### src/rtl/cbr_pkg.sv
package cbr_pkg;
  typedef enum logic [1:0] {MODE_REAL = 2'd0, MODE_PROT = 2'd1, MODE_LONG = 2'd2, MODE_BAD = 2'd3} cpu_mode_e;
  typedef enum logic [1:0] {SZ_16 = 2'd0, SZ_32 = 2'd1, SZ_64 = 2'd2, SZ_BAD = 2'd3} size_e;
  typedef enum logic [1:0] {FORM_NONE, FORM_SHORT, FORM_NEAR, FORM_CXZ} form_e;
  typedef enum logic [1:0] {DISP8, DISP16, DISP32} disp_e;
  localparam int FLAG_W = 5;
  localparam int FL_CF = 0;
  localparam int FL_PF = 1;
  localparam int FL_ZF = 2;
  localparam int FL_SF = 3;
  localparam int FL_OF = 4;
endpackage

### src/rtl/cbr_decode.sv
module cbr_decode
  import cbr_pkg::*;
(
  input  logic [7:0] op0_i,
  input  logic [7:0] op1_i,
  input  logic [1:0] mode_i,
  input  logic [1:0] op_size_i,
  input  logic [1:0] addr_size_i,
  input  logic       lock_i,
  output form_e      form_o,
  output logic [3:0] cc_o,
  output disp_e      disp_sel_o,
  output logic [2:0] len_o,
  output logic       long_o,
  output logic       wrap16_o,
  output logic       ud_o
);
  logic long_m;
  assign long_m = (cpu_mode_e'(mode_i) == MODE_LONG);

  always_comb begin
    form_o = FORM_NONE;
    cc_o   = op0_i[3:0];
    if (op0_i[7:4] == 4'h7) begin
      form_o = FORM_SHORT;
    end else if (op0_i == 8'h0F && op1_i[7:4] == 4'h8) begin
      form_o = FORM_NEAR;
      cc_o   = op1_i[3:0];
    end else if (op0_i == 8'hE3) begin
      form_o = FORM_CXZ;
    end
  end

  always_comb begin
    disp_sel_o = DISP8;
    len_o      = 3'd2;
    if (form_o == FORM_NEAR) begin
      if (!long_m && size_e'(op_size_i) == SZ_16) begin
        disp_sel_o = DISP16;
        len_o      = 3'd4;
      end else begin
        disp_sel_o = DISP32;
        len_o      = 3'd6;
      end
    end
  end

  // illegal encodings for the current mode
  always_comb begin
    ud_o = lock_i || form_o == FORM_NONE
        || cpu_mode_e'(mode_i) == MODE_BAD
        || size_e'(op_size_i) == SZ_BAD || size_e'(addr_size_i) == SZ_BAD;
    if (!long_m && (size_e'(op_size_i) == SZ_64 || size_e'(addr_size_i) == SZ_64)) ud_o = 1'b1;
    if (long_m && form_o == FORM_NEAR && size_e'(op_size_i) == SZ_16) ud_o = 1'b1;
    if (long_m && form_o == FORM_CXZ && size_e'(addr_size_i) == SZ_16) ud_o = 1'b1;
  end

  assign long_o   = long_m;
  assign wrap16_o = !long_m && size_e'(op_size_i) == SZ_16;
endmodule

### src/rtl/cbr_cond.sv
module cbr_cond
  import cbr_pkg::*;
#(
  parameter int CNT_W = 64
) (
  input  form_e              form_i,
  input  logic [3:0]         cc_i,
  input  logic [FLAG_W-1:0]  flags_i,
  input  logic [CNT_W-1:0]   count_i,
  input  logic [1:0]         addr_size_i,
  output logic               cond_o
);
  logic cf, pf, zf, sf, of, base, cnt_zero;
  assign cf = flags_i[FL_CF];
  assign pf = flags_i[FL_PF];
  assign zf = flags_i[FL_ZF];
  assign sf = flags_i[FL_SF];
  assign of = flags_i[FL_OF];

  // even nibble tests base, odd nibble tests its inverse
  always_comb begin
    unique case (cc_i[3:1])
      3'd0: base = of;
      3'd1: base = cf;
      3'd2: base = zf;
      3'd3: base = cf | zf;
      3'd4: base = sf;
      3'd5: base = pf;
      3'd6: base = sf ^ of;
      default: base = zf | (sf ^ of);
    endcase
  end

  always_comb begin
    unique case (size_e'(addr_size_i))
      SZ_16:   cnt_zero = (count_i[15:0] == '0);
      SZ_32:   cnt_zero = (count_i[31:0] == '0);
      default: cnt_zero = (count_i == '0);
    endcase
  end

  assign cond_o = (form_i == FORM_CXZ) ? cnt_zero : (base ^ cc_i[0]);
endmodule

### src/rtl/cbr_target.sv
module cbr_target
  import cbr_pkg::*;
#(
  parameter int IP_W  = 64,
  parameter int VA_W  = 48,
  parameter int LIM_W = 32
) (
  input  logic [IP_W-1:0]  ip_i,
  input  logic [31:0]      disp_i,
  input  disp_e            disp_sel_i,
  input  logic [2:0]       len_i,
  input  logic             long_i,
  input  logic             wrap16_i,
  input  logic [LIM_W-1:0] cs_limit_i,
  output logic [IP_W-1:0]  fall_ip_o,
  output logic [IP_W-1:0]  tgt_ip_o,
  output logic             tgt_bad_o
);
  localparam int HI_W = IP_W - VA_W + 1;

  logic [IP_W-1:0] sdisp, fall_raw, tgt_raw;
  logic [HI_W-1:0] hi_bits;

  always_comb begin
    unique case (disp_sel_i)
      DISP8:   sdisp = {{(IP_W-8){disp_i[7]}}, disp_i[7:0]};
      DISP16:  sdisp = {{(IP_W-16){disp_i[15]}}, disp_i[15:0]};
      default: sdisp = {{(IP_W-32){disp_i[31]}}, disp_i};
    endcase
  end

  assign fall_raw = ip_i + {{(IP_W-3){1'b0}}, len_i};
  assign tgt_raw  = fall_raw + sdisp;

  always_comb begin
    if (long_i) begin
      fall_ip_o = fall_raw;
      tgt_ip_o  = tgt_raw;
    end else begin
      fall_ip_o = {{(IP_W-LIM_W){1'b0}}, fall_raw[LIM_W-1:0]};
      tgt_ip_o  = {{(IP_W-LIM_W){1'b0}}, tgt_raw[LIM_W-1:0]};
      if (wrap16_i) tgt_ip_o[LIM_W-1:16] = '0;
    end
  end

  assign hi_bits   = tgt_ip_o[IP_W-1:VA_W-1];
  assign tgt_bad_o = long_i ? !((&hi_bits) || !(|hi_bits))
                            : (tgt_ip_o[LIM_W-1:0] > cs_limit_i);
endmodule

### src/rtl/cbr_unit.sv
module cbr_unit
  import cbr_pkg::*;
#(
  parameter int IP_W  = 64,
  parameter int VA_W  = 48,
  parameter int LIM_W = 32
) (
  input  logic              clk_i,
  input  logic              rst_ni,
  input  logic              valid_i,
  input  logic [7:0]        op0_i,
  input  logic [7:0]        op1_i,
  input  logic [31:0]       disp_i,
  input  logic [IP_W-1:0]   ip_i,
  input  logic [4:0]        flags_i,
  input  logic [IP_W-1:0]   count_i,
  input  logic [1:0]        mode_i,
  input  logic [1:0]        op_size_i,
  input  logic [1:0]        addr_size_i,
  input  logic              lock_i,
  input  logic [LIM_W-1:0]  cs_limit_i,
  output logic              valid_o,
  output logic              taken_o,
  output logic [IP_W-1:0]   next_ip_o,
  output logic              fault_gp_o,
  output logic              fault_ud_o
);
  form_e           form;
  disp_e           disp_sel;
  logic [3:0]      cc;
  logic [2:0]      len;
  logic            is_long, wrap16, ud, cond, tgt_bad;
  logic [IP_W-1:0] fall_ip, tgt_ip;
  logic            take_d, gp_d, ud_d;
  logic [IP_W-1:0] nip_d;

  cbr_decode u_dec (
    .op0_i(op0_i), .op1_i(op1_i), .mode_i(mode_i), .op_size_i(op_size_i),
    .addr_size_i(addr_size_i), .lock_i(lock_i), .form_o(form), .cc_o(cc),
    .disp_sel_o(disp_sel), .len_o(len), .long_o(is_long), .wrap16_o(wrap16), .ud_o(ud)
  );

  cbr_cond #(.CNT_W(IP_W)) u_cond (
    .form_i(form), .cc_i(cc), .flags_i(flags_i), .count_i(count_i),
    .addr_size_i(addr_size_i), .cond_o(cond)
  );

  cbr_target #(.IP_W(IP_W), .VA_W(VA_W), .LIM_W(LIM_W)) u_tgt (
    .ip_i(ip_i), .disp_i(disp_i), .disp_sel_i(disp_sel), .len_i(len),
    .long_i(is_long), .wrap16_i(wrap16), .cs_limit_i(cs_limit_i),
    .fall_ip_o(fall_ip), .tgt_ip_o(tgt_ip), .tgt_bad_o(tgt_bad)
  );

  // ud outranks gp; a fault leaves the pointer on the jump itself
  always_comb begin
    ud_d   = ud;
    gp_d   = !ud && cond && tgt_bad;
    take_d = !ud && cond && !tgt_bad;
    if (ud_d || gp_d) nip_d = ip_i;
    else if (take_d)  nip_d = tgt_ip;
    else              nip_d = fall_ip;
  end

  always_ff @(posedge clk_i or negedge rst_ni) begin
    if (!rst_ni) begin
      valid_o    <= 1'b0;
      taken_o    <= 1'b0;
      fault_gp_o <= 1'b0;
      fault_ud_o <= 1'b0;
      next_ip_o  <= '0;
    end else begin
      valid_o    <= valid_i;
      taken_o    <= valid_i && take_d;
      fault_gp_o <= valid_i && gp_d;
      fault_ud_o <= valid_i && ud_d;
      if (valid_i) next_ip_o <= nip_d;
    end
  end
endmodule

### config.mk
export PLATFORM = sky130hd
export DESIGN_NAME = cbr_unit
export DESIGN_NICKNAME = d
export VERILOG_FILES = /design/src/rtl/cbr_pkg.sv /design/src/rtl/cbr_decode.sv /design/src/rtl/cbr_cond.sv /design/src/rtl/cbr_target.sv /design/src/rtl/cbr_unit.sv
export SDC_FILE = /design/constraint.sdc
export NUM_CORES = 1
export LEC_CHECK = 0
export BUFFER_PORTS_ARGS = -buffer_cell sky130_fd_sc_hd__buf_4
export CAP_MARGIN = 20
export CORE_MARGIN = 4
export CORE_UTILIZATION = 35
export CTS_CLUSTER_SIZE = 8
export DETAILED_ROUTE_END_ITERATION = 8
export PLACE_DENSITY = 0.55
export SYNTH_ARGS = -nofsm -noshare
export SYNTH_HDL_FRONTEND = slang
export SYNTH_SLANG_ARGS = --single-unit
### constraint.sdc
create_clock -name clk_i -period 1.3 [get_ports clk_i]
set_input_delay 0.26 -clock clk_i [delete_from_list [all_inputs] [get_ports clk_i]]
set_output_delay 0.26 -clock clk_i [all_outputs]
set_load 0.01 [all_outputs]
Word-level counts from Yosys, hierarchy flattened
Cells that the tools add are included.
{"block": "classes", "n_addsub": 2, "magnitude_cmp": 1, "eq_ne": 20, "n_mux": 22, "bitwise": 4, "reduce_logical": 35}
{"op": "$mux 64", "count": 4}
{"op": "$pmux 64 s2", "count": 1}
{"op": "$add 64x3->64", "count": 1}
{"op": "$add 64x64->64", "count": 1}
{"op": "$logic_not 64->1", "count": 1}
{"op": "$gt 32x32->1", "count": 1}
{"op": "$logic_not 32->1", "count": 1}
{"op": "$reduce_and 17->1", "count": 1}
{"op": "$reduce_or 17->1", "count": 1}
{"op": "$eq 2x2->1 const B", "count": 8}
{"op": "$logic_not 16->1", "count": 1}
{"op": "$mux 16", "count": 1}
{"op": "$logic_and 1x1->1", "count": 13}
{"op": "$mux 2", "count": 6}
{"op": "$eq 3x3->1 const B", "count": 3}
{"op": "$eq 8x4->1 const B", "count": 1}
{"op": "$eq 8x8->1 const B", "count": 1}
{"op": "$logic_not 2->1", "count": 4}
{"op": "$mux 4", "count": 2}
{"op": "$logic_or 1x1->1", "count": 7}
{"op": "$pmux 1 s7", "count": 1}
{"op": "$eq 3x2->1 const B", "count": 2}
{"op": "$logic_not 1->1", "count": 5}
{"op": "$mux 1", "count": 5}
{"op": "other kinds (9)", "count": 12}
{"block": "totals", "reg_bits": 68, "input_bits": 223, "out_inout_bits": 68, "elab_cells": 89}

Logic depth before layout (Yosys ltp)
Gate-level depths: netlist of run 1.
{"block": "depth", "ltp_word": 20, "ltp_mapped": 40, "mapped_depth_nobuf": 36}

By module
Synthesis of run 1 repeated with hierarchy kept, for this count alone.
{"block": "hier_totals", "cells_unflattened": 1389, "area_unflattened_um2": 10523.8}
{"module": "cbr_target", "n_inst": 1, "cells_each": 1007, "area_each_um2": 6556.3, "seq_area_each_um2": 0.0}
{"module": "cbr_unit", "n_inst": 1, "cells_each": 311, "area_each_um2": 3484.6, "seq_area_each_um2": 1701.6}
{"module": "cbr_decode", "n_inst": 1, "cells_each": 33, "area_each_um2": 246.5, "seq_area_each_um2": 0.0}
{"module": "cbr_cond", "n_inst": 1, "cells_each": 38, "area_each_um2": 236.5, "seq_area_each_um2": 0.0}

Worst setup path before layout of run 1
OpenSTA, ideal clock, no wires.
{"block": "synth_path", "kind": "input to register", "start": "in op0_i[7]", "end": "reg next_ip_o[51]", "setup_time_ns": 0.128, "arrival_time_ns": 6.827, "t_required_ns": 1.172, "slack_ns": -5.655, "stages": 31, "n_path_buf": 3, "path_cell_list": "or3b_1 -> nor2_1 -> nor4b_1 -> ha_1 -> a21oi_1 -> nor2_1 -> nand2_1 -> nor3_1 -> nand3_1 -> nor2_1 -> inv_1 -> nor4b_1 -> nand3_1 -> xnor2_1 -> ha_1 -> clkbuf_1 -> a21oi_1 -> o21bai_1 -> a21o_1 -> a21o_1 -> a211oi_1 -> o21ai_0 -> or3_1 -> a21o_1 -> or4_1 -> o211ai_2 -> o21ai_1 -> buf_2 -> nor2b_2 -> buf_4 -> a211oi_1"}
{"block": "synth_via", "elab_chain_len": 19, "word_cells_on_any_way": 58, "cone_classes": "add/sub (2); order compare (1); eq/ne (12); mux (19); bitwise (1); reduce/logical (23)"}
{"item": "start, declared", "line_no": "cbr_unit.sv:11", "source": "input logic [7:0] op0_i,"}
{"item": "branches (longest 18 deep; another with $add 64x3->64)"}
{"item": "$mux 64 (*)", "line_no": "cbr_unit.sv:59", "source": "if (ud_d || gp_d) nip_d = ip_i;"}
{"item": "end signal, assigned", "line_no": "cbr_unit.sv:76", "source": "if (valid_i) next_ip_o <= nip_d;"}
{"item": "end, declared", "line_no": "cbr_unit.sv:24", "source": "output logic [IP_W-1:0] next_ip_o,"}
Mark *: on every way between the ends.
A chain may end at the register's enable or synchronous reset.

Final worst setup path of run 1
{"block": "layout_path", "start": "in op0_i[4]", "end": "reg next_ip_o[26]"}
Same word-level chain as after synthesis.

==> impl_metrics.tcl, run 1 <==
set metrics [dict create \
    worst_path_max_delay_cell "or4_4" \
    via_count 15800 \
    grt_util_all_layers_pct 32.5 \
    crit_family "simple AND/OR/NAND/NOR gates" \
    synthXorXnorAreaFrac_pct 8.91 \
    row_count 65 \
    worst-path-buf-inv 12 \
    drtIter0Drc 1111 \
    numCtsBuffers 9 \
    p_sw_mw 5.85 \
    p_clk_share_pct 17.4 \
    core_um2 31600 \
    power_mw 14.1 \
    max_freq_ghz 0.154 \
    synth_cell_type_count 87 \
    dpl_cell_area_um2 18500 \
    hp-class "in2reg" \
    fin_tns_setup_ns -336.84 \
    htree_num_levels 3 \
    power.internal_mw 8.24 \
    cts.clk_slew.worst_paths_ns 0.07 \
    power_frac_comb_pct 64.4 \
    place.gp.congestion 0.966 \
    leakage_nw 9.89 \
    ir_drop_mv 0.684 \
    synthAdderAreaFrac_pct 11.2 \
    synth_enable_flop_cells 0 \
    cp_common_cell "buf_6" \
    fin_ws_ns -5.20 \
    seqPwrFrac_pct 18.2 \
    die_h_um 187 \
    port_buffers 290 \
    synth_top_area_share_pct 15.2 \
    grt_max_degree 31 \
    fin_crit_sh_pct 500 \
    synthCells 1534 \
    grt_setup_unrepaired "yes" \
    synth_area_per_cell_um2 7.29 \
    yosys_warnings 0 \
    dpl.hpwl_mm 49.4 \
    status "finished, violations left" \
    die_w_um 187 \
    ys_seq_elements 68 \
    stdcell_area_um2 20500 \
    startpoint_type "primary input" \
    antenna_found_initial 1 \
    num-fill-cells 2861 \
    violations "setup timing" \
    synth_area_leaders "dfrtp_1, ha_1, nand2_1" \
    synth_top_family_by_area "compound AO/OA/AOI/OAI gates" \
    layout-drive-gt1-share_pct 49.8 \
    cap_violations 0 \
    hold_viol 0 \
    syn_area_um2 11200 \
    synthFlopType "dfrtp_1" \
    clkSinkCount 68 \
    cellPowerDensity_nw_per_um2 687 \
    finalClockSkew_ns 0 \
    clockBufferDepth 2 \
    synth_nets 1856 \
    synthArstFlopShare_pct 100 \
    relSlewSlack_pct 56.0 \
    slowest_delay_ns 0.56 \
    drt.antenna.violating_nets 0 \
    wirelength_mm 59.4 \
    synthToLayoutAreaGrowth_pct 83.2 \
    cts_tree "yes" \
    grt-ovfl-total 0 \
    swShare_pct 41.5 \
    vias_per_cell 5.53 \
    insertedDiodeCount 0 \
    first_pass_iters 7 \
    crit_path_end_kind "flip-flop" \
    crit_type "in2reg" \
    cp.arrival_ns 6.74 \
    synthMuxAreaShare_pct 4.66 \
    clockRootBuffer "clkbuf_16" \
    grt_pass1_vias 16100 \
    setup_viol_count_final 67 \
    hold_slack_ns 0.228 \
    yosys.area.top_type "dfrtp_1" \
    cp_max_fo 7 \
    drv_slew 0 \
    drc 0 \
    synth_compound_area_share_pct 27.3 \
    ys_seq_area_share_pct 15.2 \
    grt_pass1_wl_mm 89.8 \
    clk_latency_ns 0.36 \
    final_nets 2774 \
    wl_per_cell_um 20.8 \
    dieArea_um2 34900 \
    tightest_slew_ns 0.653 \
    synthSimpleGateAreaFrac_pct 27.2 \
    critPathRequiredTime_ns 1.54 \
    start_util_pct 35.5 \
    period_needed_ns 6.50 \
    final_util_pct 65.0 \
    io_pins 291 \
]
-- power groups by stage --
stage          clock network, mW  logic (mW)  registers, mW
6_report                    2.45        9.07           2.57
5_1_grt                     2.56        9.72           2.59
4_1_cts                     2.48        8.75           2.57
3_5_place_dp                   0        8.03           2.59
3_3_place_gp                   0        7.95           2.60
2_1_floorplan                  0        3.40           2.66
-- per-layer routing --
metal,up-vias,wire [um],GRT usage [%]
met5,-,0,0
met4,0,1960,10.9
met3,92,3810,5.61
met2,596,27000,52.9
met1,7568,26600,43.7
li1,7536,-,-
-- worst reg2reg max path: stages (launching register included) --
cell,delay (ns)
dfrtp_1,0.41
mux2_2,0.28
and2_1,0.15
a32oi_1,0.17
o21ai_1,0.08
-- repair_timing --
action,CTS,global route
setup endpoints to repair,67,67
hold buffers,1,0
pin swaps,76,18
resized for setup,195,58
hold endpoints to repair,14,0
buffers inserted,73,12
gates cloned,0,0
-- flip-flops by register name (all words and copies together) (netlist names) --
register	cells
taken_o	1
next_ip_o	64
fault_ud_o	1
fault_gp_o	1
valid_o	1
-- final timing paths --
path,start,end,slack [ns],cells after the start
max,op0_i[4],next_ip_o[26],-5.20,36
min,ip_i[60],next_ip_o[60],0.23,3
max reg2reg,next_ip_o[55],next_ip_o[55],0.09,4
min reg2reg,next_ip_o[45],next_ip_o[45],0.52,2
max in group asynchronous,rst_ni,next_ip_o[11],0.48,3
min in group asynchronous,rst_ni,next_ip_o[62],0.33,2
-- per-stage QoR --
stage          setup slack (ns)  std cells
2_1_floorplan             -4.97       1534
3_3_place_gp              -6.72       2766
3_5_place_dp              -6.73       2766
4_1_cts                   -5.10       2851
5_1_grt                   -5.49       2858
6_report                  -5.20       2858
-- cell families (layout without fill, tap and decap cells) --
group           count (synthesis)  count (layout)
mux                            51              51
buf+inv                       150            1072
xor+xnor                      113             113
simple gates                  600             600
compound gates                453             453
flops                          68              68
fa+ha+maj                      99              99
-- placed cells by master (no fill, tap or decap), drive strengths merged, types with 9 or more instances in the layout --
| cell | instances |
|---|---|
| buf | 980 |
| nand2 | 165 |
| nor2 | 129 |
| a21oi | 115 |
| o21ai | 105 |
| ha | 97 |
| inv | 77 |
| xnor2 | 71 |
| dfrtp | 68 |
| nand4 | 66 |
| nand3 | 46 |
| xor2 | 42 |
| mux2i | 42 |
| nor3 | 40 |
| nor4 | 35 |
| a21o | 33 |
| o21a | 31 |
| a22oi | 25 |
| a211oi | 23 |
| and4 | 19 |
| nor2b | 19 |
| and2 | 18 |
| nand2b | 15 |
| and3 | 14 |
| a221oi | 14 |
| o211ai | 13 |
| a21boi | 10 |
| clkbuf | 9 |
| mux2 | 9 |
-- synthesized netlist by cell type, drive strengths merged, types with 9 or more instances --
cell and count:
a22oi 25, o211ai 13, clkbuf 50, a211oi 23
a21oi 115, xnor2 71, mux2 9, mux2i 42
and4 19, buf 24, nand2 165, a21boi 10
a221oi 14, nor4 35, nor3 40, and3 14
xor2 42, nor2 129, dfrtp 68, a21o 33
nand4 66, nand3 46, nand2b 15, nor2b 19
and2 18, inv 76, ha 97, o21ai 105
o21a 31
-- cell type report --
type / count / area (um^2) / area share (%)
multi-input combinational: 1316 / 10100 / 49.1
timing repair buffer: 981 / 7680 / 37.5
sequential: 68 / 1700 / 8.30
tap: 402 / 503 / 2.45
inverter: 76 / 285 / 1.39
clock buffer: 9 / 225 / 1.10
clock inverter: 6 / 41.3 / 0.201
(Power assumes the default switching activity.)
==> run 2: changes to the inputs <==
CORE_UTILIZATION = 46   (was 35)
PLACE_DENSITY = 0.69   (was 0.55)
==> impl_metrics.tcl, run 2 <==
set metrics [dict create \
    clockBufferDepth 2 \
    start_util_pct 47.2 \
    dpl.hpwl_mm 48.9 \
    synthCells 1534 \
    yosys-top-cells-count "nand2_1, nor2_1, a21oi_1" \
    ys_seq_elements 68 \
    synth_area_leaders "dfrtp_1, ha_1, nand2_1" \
    synth_enable_flop_cells 0 \
    die_w_um 164 \
    syn_area_um2 11200 \
    place.gp.congestion 1.05 \
    worstEndpointGrtRepair "next_ip_o[15]$_DFFE_PN0P_/D" \
    clkSinkCount 68 \
    yosys.area.top_type "dfrtp_1" \
    row_count 56 \
    numCtsBuffers 9 \
    dpl_cell_area_um2 18100 \
    error "[ERROR GRT-0232] Routing congestion too high. Check the congestion heatmap in the GUI." \
    die_h_um 164 \
    synthFlopType "dfrtp_1" \
    synth_nets 1856 \
    port_buffers 290 \
    clockRootBuffer "clkbuf_16" \
    synth_cell_type_count 87 \
    grt_util_all_layers_pct 78.3 \
    synth_top_area_share_pct 15.2 \
    ys_seq_area_share_pct 15.2 \
    status "aborted with a tool error" \
    yosys_warnings 0 \
    worstEpCategory "register data pin" \
    synth.most_common_cell "nand2_1" \
    haltStage "global routing" \
    htree_num_levels 3 \
    synth_area_per_cell_um2 7.29 \
    grt_max_degree 35 \
    grt-ovfl-total 130 \
    placed_cells 2644 \
    io_pins 291 \
    synthArstFlopShare_pct 100 \
]
==> run 2: stage by stage <==
step	setup TNS (ns)	utilization, %	worst slack (ns)	hold WS [ns]
CTS	-341.79	84.7	-5.24	0.200
detailed placement	-413.97	76.6	-6.43	0.155
global placement	-403.05	76.6	-6.21	0.152
floorplan	-324.22	-	-4.97	-0.0356
==> run 2: timing repair <==
item | 4_1_cts
hold buffers | 1
setup buffers | 61
resized for setup | 241
gates cloned | 2
pin swaps | 92
hold endpoints to repair | 13
endpoints found under the setup margin | 67
==> run 2: per-layer routing <==
metal	overflow	global-route usage, %
met4	59	79.0
met5	1	41.1
met1	3	77.1
met3	2	66.5
met2	65	92.0
==> run 2: cell families after synthesis <==
kind of cell	Yosys count	share of synthesized area (%)
xor+xnor	113	8.91
compound gates	453	27.3
simple gates	600	27.2
mux	51	4.66
fa+ha+maj	99	11.2
buf+inv	150	5.50
flops	68	15.2
==> run 3: changes to the inputs <==
CORE_UTILIZATION = 31   (was 46)
CTS_CLUSTER_SIZE = not set   (was 8)
PLACE_DENSITY = not set   (was 0.69)
PLACE_DENSITY_LB_ADDON = 0.15   (was not set)
==> impl_metrics.tcl, run 3 (synthesis gave the netlist of run 1 again) <==
set metrics [dict create \
    max_freq_ghz 0.152 \
    dpl.hpwl_mm 50.0 \
    worst-path-buf-inv 10 \
    cts.clk_slew.worst_paths_ns 0.08 \
    finalClockSkew_ns 0 \
    r2r_start "next_ip_o[55]" \
    seqCellArea_um2 1700 \
    final_cell_mix "buf_4, nand2_1, nor2_1, a21oi_1, ha_1" \
    stdcell_area_um2 21500 \
    crit_family "simple AND/OR/NAND/NOR gates" \
    final_nets 2773 \
    drtIter0Drc 1082 \
    status "finished, violations left" \
    drc 0 \
    slowest_delay_ns 0.56 \
    first_pass_iters 6 \
    dieArea_um2 39200 \
    fin_tns_setup_ns -343.33 \
    timing.rr.end "next_ip_o[55]" \
    post-place-ws_ns -6.18 \
    fin_ws_ns -5.30 \
    core_um2 35600 \
    regMostFlops "next_ip_o" \
    wl_per_cell_um 21.3 \
    grt_pass1_wl_mm 91.7 \
    hp-class "in2reg" \
    insertedDiodeCount 0 \
    dpl_cell_area_um2 18600 \
    start_util_pct 31.5 \
    reg2regPathDepth 4 \
    clockRootBuffer "clkbuf_16" \
    place.gp.congestion 0.975 \
    grt_setup_unrepaired "yes" \
    crit_type "in2reg" \
    wirelength_mm 62.2 \
    grt_util_all_layers_pct 30.0 \
    relSlewSlack_pct 55.2 \
    drv_slew 0 \
    final_util_pct 60.4 \
    placed_cells 2834 \
    hp-start "valid_i" \
    startpoint_type "primary input" \
    clkSinkCount 68 \
    synthToLayoutAreaGrowth_pct 92.1 \
    critPathRequiredTime_ns 1.57 \
    grt_pass1_vias 16100 \
    violations "setup timing" \
    tightest_slew_ns 0.664 \
    layout-drive-gt1-share_pct 53.3 \
    cts_tree "yes" \
    cp.arrival_ns 6.86 \
    vias_per_cell 5.48 \
    leakage_nw 10.2 \
    die_w_um 198 \
    num-fill-cells 3220 \
    instances_no_fill 2917 \
    crit_path_end_kind "flip-flop" \
    whs_endpoint "valid_o" \
    numCtsBuffers 9 \
    via_count 16000 \
    holdPathStages 2 \
    power_mw 15.0 \
    hold_viol 0 \
    grt_max_degree 29 \
    clk_latency_ns 0.37 \
    multi_input_comb_area_um2 10600 \
    clockBufferDepth 2 \
    ir_drop_mv 0.655 \
    antenna_found_initial 1 \
    setup_viol_count_final 67 \
    htree_num_levels 3 \
    layout_commonest_cell "buf_4" \
    period_needed_ns 6.60 \
    cellPowerDensity_nw_per_um2 697 \
    row_count 69 \
    cp_max_fo 7 \
    fin_crit_sh_pct 507 \
    io_pins 291 \
    rrSetupSlack_ns -0.03 \
    cap_violations 0 \
    hold_slack_ns 0.218 \
    largest_reg_flops 64 \
    worst_path_max_delay_cell "or4_4" \
    cp_common_cell "buf_4" \
    die_h_um 198 \
    grt-ovfl-total 0 \
    port_buffers 290 \
    drt.antenna.violating_nets 0 \
]
[run 3: how the worst max path moves through the flow]
stage | depth (start not counted) | startpoint | to | slack [ns]
after global placement | 34 | op1_i[6] | next_ip_o[12] | -6.17
after detailed placement | 34 | op1_i[6] | next_ip_o[12] | -6.18
final | 33 | op1_i[6] | next_ip_o[28] | -5.30
after global routing | 32 | op0_i[2] | next_ip_o[36] | -5.54
after floorplan | 27 | op1_i[6] | next_ip_o[37] | -4.97
after CTS | 39 | op1_i[6] | next_ip_o[12] | -5.23
[run 3: power breakdown]
part | internal, mW | switching [mW]
clock | 1.52 | 1.26
combinational | 4.88 | 4.72
sequential | 2.37 | 0.222
[run 3: what timing repair did]
action / in CTS / in global routing
gates resized for setup: 199 / 200
hold buffers: 1 / 0
buffers inserted: 32 / 28
setup endpoints to repair: 68 / 67
endpoints found under the hold margin: 14 / 0
pin swaps: 39 / 95
gates cloned: 9 / 3
[run 3: cell type report]
cell class	instances	share of cell area, %
Clock buffer	9	1.05
Clock inverter	7	0.379
Inverter	76	1.33
Multi-Input combinational cell	1317	49.5
Sequential cell	68	7.92
Tap cell	461	2.68
Timing Repair Buffer	979	37.1
[run 3: metal layers]
metal	part of all wire (%)	wire (um)	global-route usage (%)
met5	0	0	0
met4	2.4	1470	7.37
met3	6.8	4210	4.13
met2	47	29200	49.9
met1	44	27300	41.2
